==> src/rtl/atomic16_pkg.sv <==
package atomic16_pkg;
    localparam int BYTE_W = 8;
    localparam int WORD_W = 2 * BYTE_W;

    typedef enum logic [1:0] {
        TMP_CLEAR   = 2'd0,
        TMP_WR_HELD = 2'd1,
        TMP_RD_HELD = 2'd2
    } tmp_src_e;
endpackage

==> src/rtl/atomic16_decode.sv <==
module atomic16_decode #(
    parameter int NUM_REGS    = 3,
    parameter int ADDR_W      = 3,
    parameter logic [NUM_REGS-1:0] LATCH_MASK = 1
) (
    input  logic [ADDR_W-1:0]   addr,
    input  logic                wr,
    input  logic                rd,
    output logic [NUM_REGS-1:0] sel,
    output logic                hit,
    output logic                high_byte,
    output logic                wr_high,
    output logic                wr_low,
    output logic                rd_snap
);
    logic [NUM_REGS-1:0] latched_sel;

    for (genvar i = 0; i < NUM_REGS; i++) begin : g_sel
        assign sel[i]         = (addr[ADDR_W-1:1] == (ADDR_W-1)'(i));
        assign latched_sel[i] = sel[i] & LATCH_MASK[i];
    end

    always_comb begin
        hit       = |sel;
        high_byte = ~addr[0];
        wr_high   = wr & hit & high_byte;
        wr_low    = wr & hit & ~high_byte;
        rd_snap   = rd & ~wr & ~high_byte & (|latched_sel);
    end
endmodule

==> src/rtl/atomic16_temp.sv <==
module atomic16_temp
    import atomic16_pkg::*;
(
    input  logic              clk,
    input  logic              rst_n,
    input  logic              load_from_write,
    input  logic [BYTE_W-1:0] write_byte,
    input  logic              load_from_read,
    input  logic [BYTE_W-1:0] snap_byte,
    output logic [BYTE_W-1:0] tmp_q,
    output tmp_src_e          state_q
);
    tmp_src_e state_d;

    always_ff @(posedge clk) begin
        if (!rst_n) begin
            state_q <= TMP_CLEAR;
        end else begin
            state_q <= state_d;
        end
    end

    always_comb begin
        state_d = state_q;
        unique case (state_q)
            TMP_CLEAR, TMP_WR_HELD, TMP_RD_HELD: begin
                if (load_from_write) begin
                    state_d = TMP_WR_HELD;
                end else if (load_from_read) begin
                    state_d = TMP_RD_HELD;
                end
            end
            default: state_d = TMP_CLEAR;
        endcase
    end

    always_ff @(posedge clk) begin
        if (!rst_n) begin
            tmp_q <= '0;
        end else if (load_from_write) begin
            tmp_q <= write_byte;
        end else if (load_from_read) begin
            tmp_q <= snap_byte;
        end
    end
endmodule

==> src/rtl/atomic16_rdmux.sv <==
module atomic16_rdmux
    import atomic16_pkg::*;
#(
    parameter int NUM_REGS = 3,
    parameter logic [NUM_REGS-1:0] LATCH_MASK = 1
) (
    input  logic [NUM_REGS-1:0]             sel,
    input  logic                            high_byte,
    input  logic [NUM_REGS-1:0][WORD_W-1:0] live,
    input  logic [BYTE_W-1:0]               tmp,
    output logic [BYTE_W-1:0]               rdata
);
    logic [NUM_REGS-1:0][BYTE_W-1:0] per_reg;

    for (genvar i = 0; i < NUM_REGS; i++) begin : g_byte
        if (LATCH_MASK[i]) begin : g_latched
            assign per_reg[i] = high_byte ? tmp : live[i][BYTE_W-1:0];
        end else begin : g_direct
            assign per_reg[i] = high_byte ? live[i][WORD_W-1:BYTE_W]
                                          : live[i][BYTE_W-1:0];
        end
    end

    always_comb begin
        rdata = '0;
        for (int i = 0; i < NUM_REGS; i++) begin
            rdata = rdata | (per_reg[i] & {BYTE_W{sel[i]}});
        end
    end
endmodule

==> src/rtl/atomic16_bridge.sv <==
module atomic16_bridge
    import atomic16_pkg::*;
#(
    parameter int NUM_REGS = 3,
    parameter logic [NUM_REGS-1:0] LATCH_MASK = 1,
    localparam int ADDR_W = $clog2(2 * NUM_REGS)
) (
    input  logic                            clk,
    input  logic                            rst_n,
    input  logic [ADDR_W-1:0]               bus_addr,
    input  logic                            bus_wr,
    input  logic                            bus_rd,
    input  logic [BYTE_W-1:0]               bus_wdata,
    output logic [BYTE_W-1:0]               bus_rdata,
    input  logic [NUM_REGS-1:0][WORD_W-1:0] reg_live,
    output logic [NUM_REGS-1:0]             reg_wr_stb,
    output logic [WORD_W-1:0]               reg_wr_data,
    output logic                            cnt_capture
);
    logic [NUM_REGS-1:0] sel;
    logic                hit, high_byte, wr_high, wr_low, rd_snap;
    logic [BYTE_W-1:0]   tmp_q, snap_byte, mux_data;
    tmp_src_e            tmp_src;

    atomic16_decode #(
        .NUM_REGS  (NUM_REGS),
        .ADDR_W    (ADDR_W),
        .LATCH_MASK(LATCH_MASK)
    ) u_decode (
        .addr     (bus_addr),
        .wr       (bus_wr),
        .rd       (bus_rd),
        .sel      (sel),
        .hit      (hit),
        .high_byte(high_byte),
        .wr_high  (wr_high),
        .wr_low   (wr_low),
        .rd_snap  (rd_snap)
    );

    always_comb begin
        snap_byte = '0;
        for (int i = 0; i < NUM_REGS; i++) begin
            if (sel[i]) begin
                snap_byte = reg_live[i][WORD_W-1:BYTE_W];
            end
        end
    end

    atomic16_temp u_temp (
        .clk            (clk),
        .rst_n          (rst_n),
        .load_from_write(wr_high),
        .write_byte     (bus_wdata),
        .load_from_read (rd_snap),
        .snap_byte      (snap_byte),
        .tmp_q          (tmp_q),
        .state_q        (tmp_src)
    );

    atomic16_rdmux #(
        .NUM_REGS  (NUM_REGS),
        .LATCH_MASK(LATCH_MASK)
    ) u_rdmux (
        .sel      (sel),
        .high_byte(high_byte),
        .live     (reg_live),
        .tmp      (tmp_q),
        .rdata    (mux_data)
    );

    always_comb begin
        bus_rdata   = (bus_rd && hit) ? mux_data : '0;
        reg_wr_stb  = wr_low ? sel : '0;
        reg_wr_data = {tmp_q, bus_wdata};
        cnt_capture = rd_snap;
    end
endmodule

==> config.mk <==
export PLATFORM = sky130hd
export DESIGN_NAME = atomic16_bridge
export DESIGN_NICKNAME = d
export VERILOG_FILES = /design/src/rtl/atomic16_pkg.sv /design/src/rtl/atomic16_decode.sv /design/src/rtl/atomic16_temp.sv /design/src/rtl/atomic16_rdmux.sv /design/src/rtl/atomic16_bridge.sv
export SDC_FILE = /design/constraint.sdc
export NUM_CORES = 1
export LEC_CHECK = 0
export ABC_AREA = 1
export BUFFER_PORTS_ARGS = -buffer_cell sky130_fd_sc_hd__clkbuf_2
export CORE_UTILIZATION = 39
export DETAILED_ROUTE_END_ITERATION = 16
export MAX_ROUTING_LAYER = met4
export PLACE_DENSITY = 0.84
export REMOVE_ABC_BUFFERS = 1
export SYNTH_ARGS = -nofsm -noshare
export SYNTH_HDL_FRONTEND = slang
export SYNTH_SLANG_ARGS = --single-unit
==> constraint.sdc <==
create_clock -name clk -period 1.15 [get_ports clk]
set_input_delay 0.115 -clock clk [delete_from_list [all_inputs] [get_ports clk]]
set_output_delay 0.115 -clock clk [all_outputs]
set_load 0.02 [all_outputs]
* After elaboration in Yosys (flattened, before gate mapping)
Cells that the tools add are included.
** Storage, ports and cells
- Register bits after elaboration :: 8
- Bits of input ports :: 63
- Output and inout port bits :: 28
- Word-level logic and storage cells :: 30
** Cells by class
- Equal/unequal tests :: 2
- Muxes and demuxes :: 10
- Bitwise operators :: 13
- Reductions and logical operators :: 4
** Operators with widths (count)
- $mux W8 :: 9
- $and A8 B8 Y8 :: 3
- $or A8 B8 Y8 :: 2
- $and A1 B1 Y1 :: 6
- $mux W3 :: 1
- $reduce_or A3 Y1 :: 1
- $eq A2 B1 Y1 const B :: 1
- $eq A2 B2 Y1 const B :: 1
- $logic_not A2 Y1 :: 1
- $not A1 Y1 :: 2
- $reduce_bool A2 Y1 :: 1
- $logic_and A1 B1 Y1 :: 1

* Depth between registers and ports, before layout
Gate-level depths: netlist of the first run.
- Word-level depth :: 6
- Mapped depth :: 8
- Gate-level depth less buffers :: 8

* Hierarchy
A second synthesis of the first run with hierarchy kept.
** Unflattened totals
- Cell total of the unflattened synthesis :: 296
- Area total of the unflattened synthesis :: 1511.4 sq um
** By module, submodules not included
- atomic16_rdmux :: times used 1, cells each 121, area an instance 570.5 sq um, sequential area each 0.0 sq um
- atomic16_temp :: times used 1, cells each 69, area an instance 479.2 sq um, sequential area each 200.2 sq um
- atomic16_bridge :: times used 1, cells each 92, area an instance 405.4 sq um, sequential area each 0.0 sq um
- atomic16_decode :: times used 1, cells each 14, area an instance 56.3 sq um, sequential area each 0.0 sq um

* Least setup slack after synthesis of the first run
No wires, ideal clock.
- Path kind :: input to output
- From :: input port bus_addr[1]
- To :: output port reg_wr_stb[0]
- Arrival :: 1.145 ns
- Required time :: 1.035 ns
- Setup slack :: -0.110 ns
- Stages on the path :: 3
- Path buffers :: 2
- Cell sequence :: buf_4 buf_4 nor4_1
** On the way
- Word-level cells in the longest chain between the ends :: 5
- Elaborated cells on any way between the ends :: 7
** Ends and longest elaborated chain
- start: declaration :: line atomic16_bridge.sv:10 : input logic [ADDR_W-1:0] bus_addr,
- $eq A2 B1 Y1 (tied with other cells) :: line atomic16_decode.sv:19 : assign sel[i] = (addr[ADDR_W-1:1] == (ADDR_W-1)'(i));
- $reduce_or A3 Y1 :: line atomic16_decode.sv:24 : hit = |sel;
- $and A1 B1 Y1 (2 in series) :: line atomic16_decode.sv:27 : wr_low = wr & hit & ~high_byte;
- $mux W3 (*) :: line atomic16_bridge.sv:74 : reg_wr_stb = wr_low ? sel : '0;
- end: declaration :: line atomic16_bridge.sv:16 : output logic [NUM_REGS-1:0] reg_wr_stb,
Every way passes the cells marked *; elsewhere a longest branch is shown, timed or not.

* Final worst setup path of the first run
- From :: register u_temp.tmp_q[3]
- To :: output port bus_rdata[3]
** On the way
- Word-level cells in the longest chain between the ends :: 5
** Ends and longest elaborated chain
- start: declaration :: line atomic16_temp.sv:10 : output logic [BYTE_W-1:0] tmp_q,
- start signal: assignment :: line atomic16_temp.sv:41 : tmp_q <= write_byte;
- start signal: assignment :: line atomic16_temp.sv:43 : tmp_q <= snap_byte;
- $mux W8 :: line atomic16_rdmux.sv:17 : assign per_reg[i] = high_byte ? tmp : live[i][BYTE_W-1:0];
- $and A8 B8 Y8 :: line atomic16_rdmux.sv:27 : rdata = rdata | (per_reg[i] & {BYTE_W{sel[i]}});
- $or A8 B8 Y8 (2 in series) :: line atomic16_rdmux.sv:27
- $mux W8 :: line atomic16_bridge.sv:73 : bus_rdata = (bus_rd && hit) ? mux_data : '0;
- end: declaration :: line atomic16_bridge.sv:14 : output logic [BYTE_W-1:0] bus_rdata,
Every way passes these cells.

==> out/metrics.cfg, run 1 <==
[run_status]
status = complete, but fails checks
violations = setup timing

[grt]
track_usage_pct = 27.6
antenna_found_initial = 0
grt.overflow.total = 0
grt_max_degree = 12
grt_pass1_vias = 1405
grt_first_pass_wirelength_mm = 5.58

[cts]
cts_tree = yes
cts_buffers = 3
holdBufCountCts = 0
cts.htree.levels = 1
cts_max_path_buffers = 2
clk_latency_ps = 260
cts.clk_slew.worst_paths_ps = 50
clock-sinks = 8
cts-root-buf = clkbuf_4

[sta]
fin_crit_sh_pct = 106
worstMarginPinSlew_ps = 235
setup_violations = 8
fin_ws_ps = -68.1
min_period_ps = 1220
rsz0062_at_grt = true
hold_viol_final = 0
slew_headroom_pct = 84.2
fin_hold_ws_ps = 146
skew_ps = 0
fin_setup_tns_ps = -230
maxSlewViolCount = 0
clock.fmax_mhz = 821

[routing]
wl_per_cell_um = 12.5
met3_length_um = 311
drc_errors = 0
via_per_inst = 5.24
ant_nets = 0
wl_met2_mm = 2.03
drt-met1-wl_mm = 1.56
dr.pass1.iters = 4
drt_iter0_markers = 47
routed-via-count = 1670
routed_wl_mm = 3.99
top_layer_used = met4

[cells_and_area]
num-fill-cells = 232
largest_reg_flops = 8
num_antenna_cells = 0
top_regs = u_temp.tmp_q: 8 flops
area_delta_synth_final_pct = 65.3
layout-drive-gt1-share_pct = 50.9
largest-register = u_temp.tmp_q
nets = 354

[synthesis]
synth.distinct_cells = 21
syn_inst = 188
synthDominantCellAreaShare_pct = 25.3
synth.most_common_cell = nand3_1
async_flop_share_pct = 0
ys_seq_area_share_pct = 14.7
ys.warnings.count = 0
ys.flop_type = dfxtp_1
synth_edf_count = 0
synth_area_leaders = nand3_1 (25%), dfxtp_1 (15%), nand2_1 (13%)
synth_common_cells = nand3_1 (55), nand2_1 (37), inv_1 (20)
syn_area_per_cell_um2 = 5.80
ys_seq_elements = 8
synth_top_area_cell = nand3_1
syn_area_um2 = 1090

[hold_path]
hold_class = in -> reg

[placed_design]
gp_congestion = 0.909
dp_hpwl_mm = 3.11
dpl_worst_slack_ps = -70.7
portBuffers = 90

[job]
cap_violations = 0

[worst_setup_path]
required_ps = 1030
critPathKind = reg -> out
cp_data_arrival_time_ps = 1100
crit_path_end_kind = primary output
start_kind = register
critPathMaxFanout = 2

[floorplan]
start_util_pct = 42.4
core_um2 = 2570
num_rows = 18
fp.dieArea_um2 = 3010
dieHeight_um = 54.9
die_w_um = 54.9
ioPinCount = 91

[power]
leakagePower_nw = 1.07
power_density_nw_per_um2 = 643
max-vdd-ir-drop_v = 0.000697
power_w = 0.00116

## through the flow
stage	std cells	cell area (um2)	util, %
2_1_floorplan	170	967	-
3_3_place_gp	308	1590	61.9
3_5_place_dp	308	1590	61.9
4_1_cts	319	1800	70.1
5_1_grt	319	1800	70.2
6_report	319	1800	70.2
## cell usage in the layout (no fill, tap or decap), types with 2 or more instances in the layout
cell type  instances
inv_2              5
nand2_1           37
dfxtp_2            8
nand3b_1           6
nand2_2            2
inv_1             20
nand3_1           55
nand4_1           11
clkbuf_2          80
clkbuf_4           3
clkbuf_8           9
a21oi_1            8
nor2_1             2
buf_4             25
nor2_2             2
a21oi_2            7
nand3_4            2
## cell type report
| type | count | area [um2] | share of cell area [%] |
|---|---|---|---|
| Timing Repair Buffer | 115 | 727 | 40.3 |
| Clock buffer | 3 | 22.5 | 1.25 |
| Tap cell | 30 | 37.5 | 2.08 |
| Inverter | 26 | 98.8 | 5.49 |
| Sequential cell | 8 | 170 | 9.44 |
| Multi-Input combinational cell | 137 | 746 | 41.4 |
## report_power, final
part | leakage (nW) | internal, W | total [W] | switching, W
registers | 0.0688 | 0.000297 | 0.000311 | 0.0000139
logic | 0.991 | 0.000290 | 0.000621 | 0.000331
clock network | 0.0138 | 0.000120 | 0.000226 | 0.000106
total | 1.07 | 0.000707 | 0.00116 | 0.000451
## final timing paths
path | slack, ps | end | start | cells after the start
worst min register to register | 610 | u_temp.tmp_q[6] | u_temp.tmp_q[6] | 3
worst max register to register | 280 | u_temp.tmp_q[0] | u_temp.tmp_q[0] | 7
worst min-delay path | 150 | u_temp.tmp_q[3] | rst_n | 3
worst max-delay path | -70 | bus_rdata[3] | u_temp.tmp_q[3] | 5
## routing by layer
| layer | up-vias | track usage (%) |
|---|---|---|
| li1 | 836 | - |
| met1 | 730 | 27.7 |
| met2 | 95 | 50.2 |
| met3 | 9 | 3.33 |
| met4 | 0 | 16.7 |
| met5 | - | - |
## critical path: stages (launching register included)
cell	delay, ps
dfxtp_2	330
a21oi_2	120
nand3_1	110
nand3_1	90
inv_1	50
clkbuf_8	140
## timing repair
item | in CTS | in global routing
hold endpoints to repair | 0 | 0
pin swaps | 15 | 2
setup buffers | 7 | 0
cloned | 1 | 0
setup endpoints to repair | 9 | 9
gates resized for setup | 31 | 1
## logic make-up after synthesis
logic type	Yosys count	synth area share, %
buf+inv	44	20.3
compound gates	16	7.35
simple gates	120	57.6
flops	8	14.7
Note: power is estimated with default switching activity, not from simulation.
==> run 2, diff against run 1 <==
--- a/config.mk
+++ b/config.mk
@@ -5,12 +5,13 @@
 export SDC_FILE = /design/constraint.sdc
 export NUM_CORES = 1
 export LEC_CHECK = 0
-export ABC_AREA = 1
-export BUFFER_PORTS_ARGS = -buffer_cell sky130_fd_sc_hd__clkbuf_2
-export CORE_UTILIZATION = 39
+export ABC_AREA = 0
+export BUFFER_PORTS_ARGS = -buffer_cell sky130_fd_sc_hd__buf_2
+export CORE_UTILIZATION = 36
 export DETAILED_ROUTE_END_ITERATION = 16
+export GPL_TIMING_DRIVEN = 0
 export MAX_ROUTING_LAYER = met4
-export PLACE_DENSITY = 0.84
+export PLACE_DENSITY = 0.83
 export REMOVE_ABC_BUFFERS = 1
 export SYNTH_ARGS = -nofsm -noshare
 export SYNTH_HDL_FRONTEND = slang
==> out/metrics.cfg, run 2 <==
[power]
leakagePower_nw = 0.809  ; -25%
max-vdd-ir-drop_v = 0.000618  ; -11%
power_w = 0.00101  ; -12%
power_density_nw_per_um2 = 676  ; +5.2%

[cts]
clk_latency_ps = 250  ; about the same
holdBufCountCts = 0  ; unchanged
cts_tree = yes
cts_max_path_buffers = 2  ; unchanged
cts_buffers = 3  ; unchanged
cts-root-buf = clkbuf_4
cts.clk_slew.worst_paths_ps = 50  ; about the same
cts.htree.levels = 1  ; unchanged
clock-sinks = 8  ; unchanged

[synthesis]
synthDominantCellAreaShare_pct = 17.0  ; -8.3 points
synth_edf_count = 0  ; unchanged
syn_area_um2 = 945  ; -13%
ys_seq_elements = 8  ; unchanged
synth-xor-area-share_pct = 0  ; unchanged
synthAdderAreaFrac_pct = 0  ; unchanged
syn_area_per_cell_um2 = 7.87  ; +36%
synth_common_cells = mux2i_1 (16), nand2_1 (11), a21oi_1 (9), and3_1 (9), buf_4 (9)
syn_inst = 120  ; -36%
ys_seq_area_share_pct = 17.0  ; +2.3 points
synth.most_common_cell = mux2i_1
synth-simple-area-share_pct = 21.1  ; -37 points
ys.warnings.count = 0  ; unchanged
synth.distinct_cells = 28  ; +33%
ys.flop_type = dfxtp_1
synth_compound_area_share_pct = 31.7  ; +24 points
synth_top_family_by_area = compound AO/OA/AOI/OAI gates
synthMuxAreaShare_pct = 17.0  ; +17 points
async_flop_share_pct = 0  ; unchanged
synth_area_leaders = dfxtp_1 (17%), mux2i_1 (17%), o211ai_2 (7.9%)
synth_top_area_cell = dfxtp_1

[routing]
drt_iter0_markers = 9  ; -81%
wl_per_cell_um = 12.7  ; +1.3%
drc_errors = 0  ; unchanged
routed-via-count = 1217  ; -27%
ant_nets = 0  ; unchanged
routed_wl_mm = 2.98  ; -25%
dr.pass1.iters = 5  ; +1
via_per_inst = 5.18  ; -1.1%

[floorplan]
num_rows = 18  ; unchanged
ioPinCount = 91  ; unchanged
die_w_um = 53.2  ; -3.0%
start_util_pct = 38.1  ; -4.3 points
core_um2 = 2480  ; -3.5%
dieHeight_um = 53.2  ; -3.0%
fp.dieArea_um2 = 2830  ; -5.9%

[cells_and_area]
mostFrequentLayoutCells = buf_2 (79), mux2i_1 (15), nand2_1 (11), buf_6 (10)
largest-register = u_temp.tmp_q
layout-drive-gt1-share_pct = 60.0  ; +9.1 points
final_common_cell = buf_2
num_antenna_cells = 0  ; unchanged
area_delta_synth_final_pct = 58.8
largest_reg_flops = 8  ; unchanged
nets = 270  ; -24%
final_area_um2 = 1500  ; -17%
top_regs = u_temp.tmp_q: 8 flops

[grt]
track_usage_pct = 22.4  ; -5.2 points
antenna_found_initial = 0  ; unchanged
grt_pass1_vias = 1111  ; -21%
grt.overflow.total = 0  ; unchanged
grt_first_pass_wirelength_mm = 4.49  ; -20%
grt_max_degree = 25  ; +13

[job]
cap_violations = 0  ; unchanged

[worst_setup_path]
cp_data_arrival_time_ps = 1110  ; about the same
crit_path_end_kind = primary output
path_cells = mux2i_1 -> o21ai_1 -> and3_1 -> buf_6
start_kind = register
required_ps = 1030  ; about the same
crit_family = flip-flops
slowest_stage = dfxtp_2
critPathMaxStageDelay_ps = 320  ; about the same
critPathBufInv = 1  ; -1
critPathMaxFanout = 3  ; +1
critPathKind = reg -> out

[sta]
slew_headroom_pct = 77.8  ; -6.4 points
min_period_ps = 1220  ; +4.37 ps
clock.fmax_mhz = 818  ; -0.36%
maxSlewViolCount = 0  ; unchanged
skew_ps = 0  ; unchanged
rsz0062_at_grt = true
fin_hold_ws_ps = 145  ; -1.41 ps
fin_ws_ps = -72.5  ; -4.37 ps
setup_violations = 8  ; unchanged
worstMarginPinSlew_ps = 332  ; +97.5 ps
fin_crit_sh_pct = 106  ; +0.38 points
hold_viol_final = 0  ; unchanged

[placed_design]
gp_congestion = 0.752  ; -17%
post_dp_cell_area_um2 = 1310  ; -17%
dp_hpwl_mm = 2.11  ; -32%
portBuffers = 90  ; unchanged

[hold_path]
hold_class = in -> reg

[run_status]
status = complete, but fails checks
violations = setup timing

run 2: cell types whose count changed in the layout (fill, tap and decap cells not counted), sizes merged, moves of 6 or more:
cell / previous run / this run
nand2: 39 / 11
a21boi: 0 / 6
nand4: 11 / 0
a22oi: 0 / 6
mux2i: 0 / 16
inv: 25 / 2
and3: 0 / 9
nand3: 57 / 7
o211ai: 0 / 8
o21ai: 1 / 10
buf: 26 / 98
clkbuf: 92 / 3
run 2: kinds of logic after synthesis:
kind of cell / after synthesis
flip-flops: 8
AND/OR/NAND/NOR: 35
buffers and inverters: 19
multiplexers: 16
AO/OA/AOI/OAI: 42
run 2: stage by stage:
step           setup WS [ps]  util (%)  std cells  TNS, ps
2_1_floorplan            116         -        103        0
3_3_place_gp            -463      53.0        223    -5990
3_5_place_dp            -469      53.0        223    -6150
4_1_cts                 -107      59.8        234     -494
5_1_grt                 -138      60.6        235     -862
6_report               -72.5      60.6        235     -381
run 2: area by class of cell:
cell class / count / area (um2)
well taps: 30 / 37.5
multi-input cells: 94 / 674
fillers: 228 / 977
repair buffers: 98 / 588
flip-flops and latches: 8 / 170
clock buffers: 3 / 22.5
inverters: 2 / 7.51
run 2: where the power goes:
part           leakage, nW  switching, W  internal (W)
Combinational        0.726      0.000248      0.000248
Clock               0.0138     0.0000935      0.000119
Sequential          0.0688    0.00000923      0.000296
run 2: final timing paths:
path                                       from               to  slack [ps]  cells past startpoint
worst max register to register  u_temp.tmp_q[4]  u_temp.tmp_q[4]         340                      4
worst min-delay path               bus_wdata[4]  u_temp.tmp_q[4]         140                      3
worst min register to register  u_temp.tmp_q[6]  u_temp.tmp_q[6]         460                      2
worst max-delay path            u_temp.tmp_q[7]     bus_rdata[7]         -70                      4
run 2: routing by layer:
metal,up-vias,global-route usage (%),part of all wire [%]
met5,-,-,0
met4,0,12.3,2.0
met3,6,2.87,7.8
met2,64,43.3,52
met1,534,20.8,38
li1,613,-,-
run 2: worst min-delay path, delay by kind of cell:
family | cells | cell delay [ps]
AOI/OAI and AO/OA | 2 | 170
buffers and inverters | 1 | 80
run 2: repair_timing:
action / CTS / global route
buffers inserted: 7 / 1
gates resized for setup: 38 / 4
endpoints found under the setup margin: 19 / 9
cloned: 1 / 0
pin swaps: 11 / 5
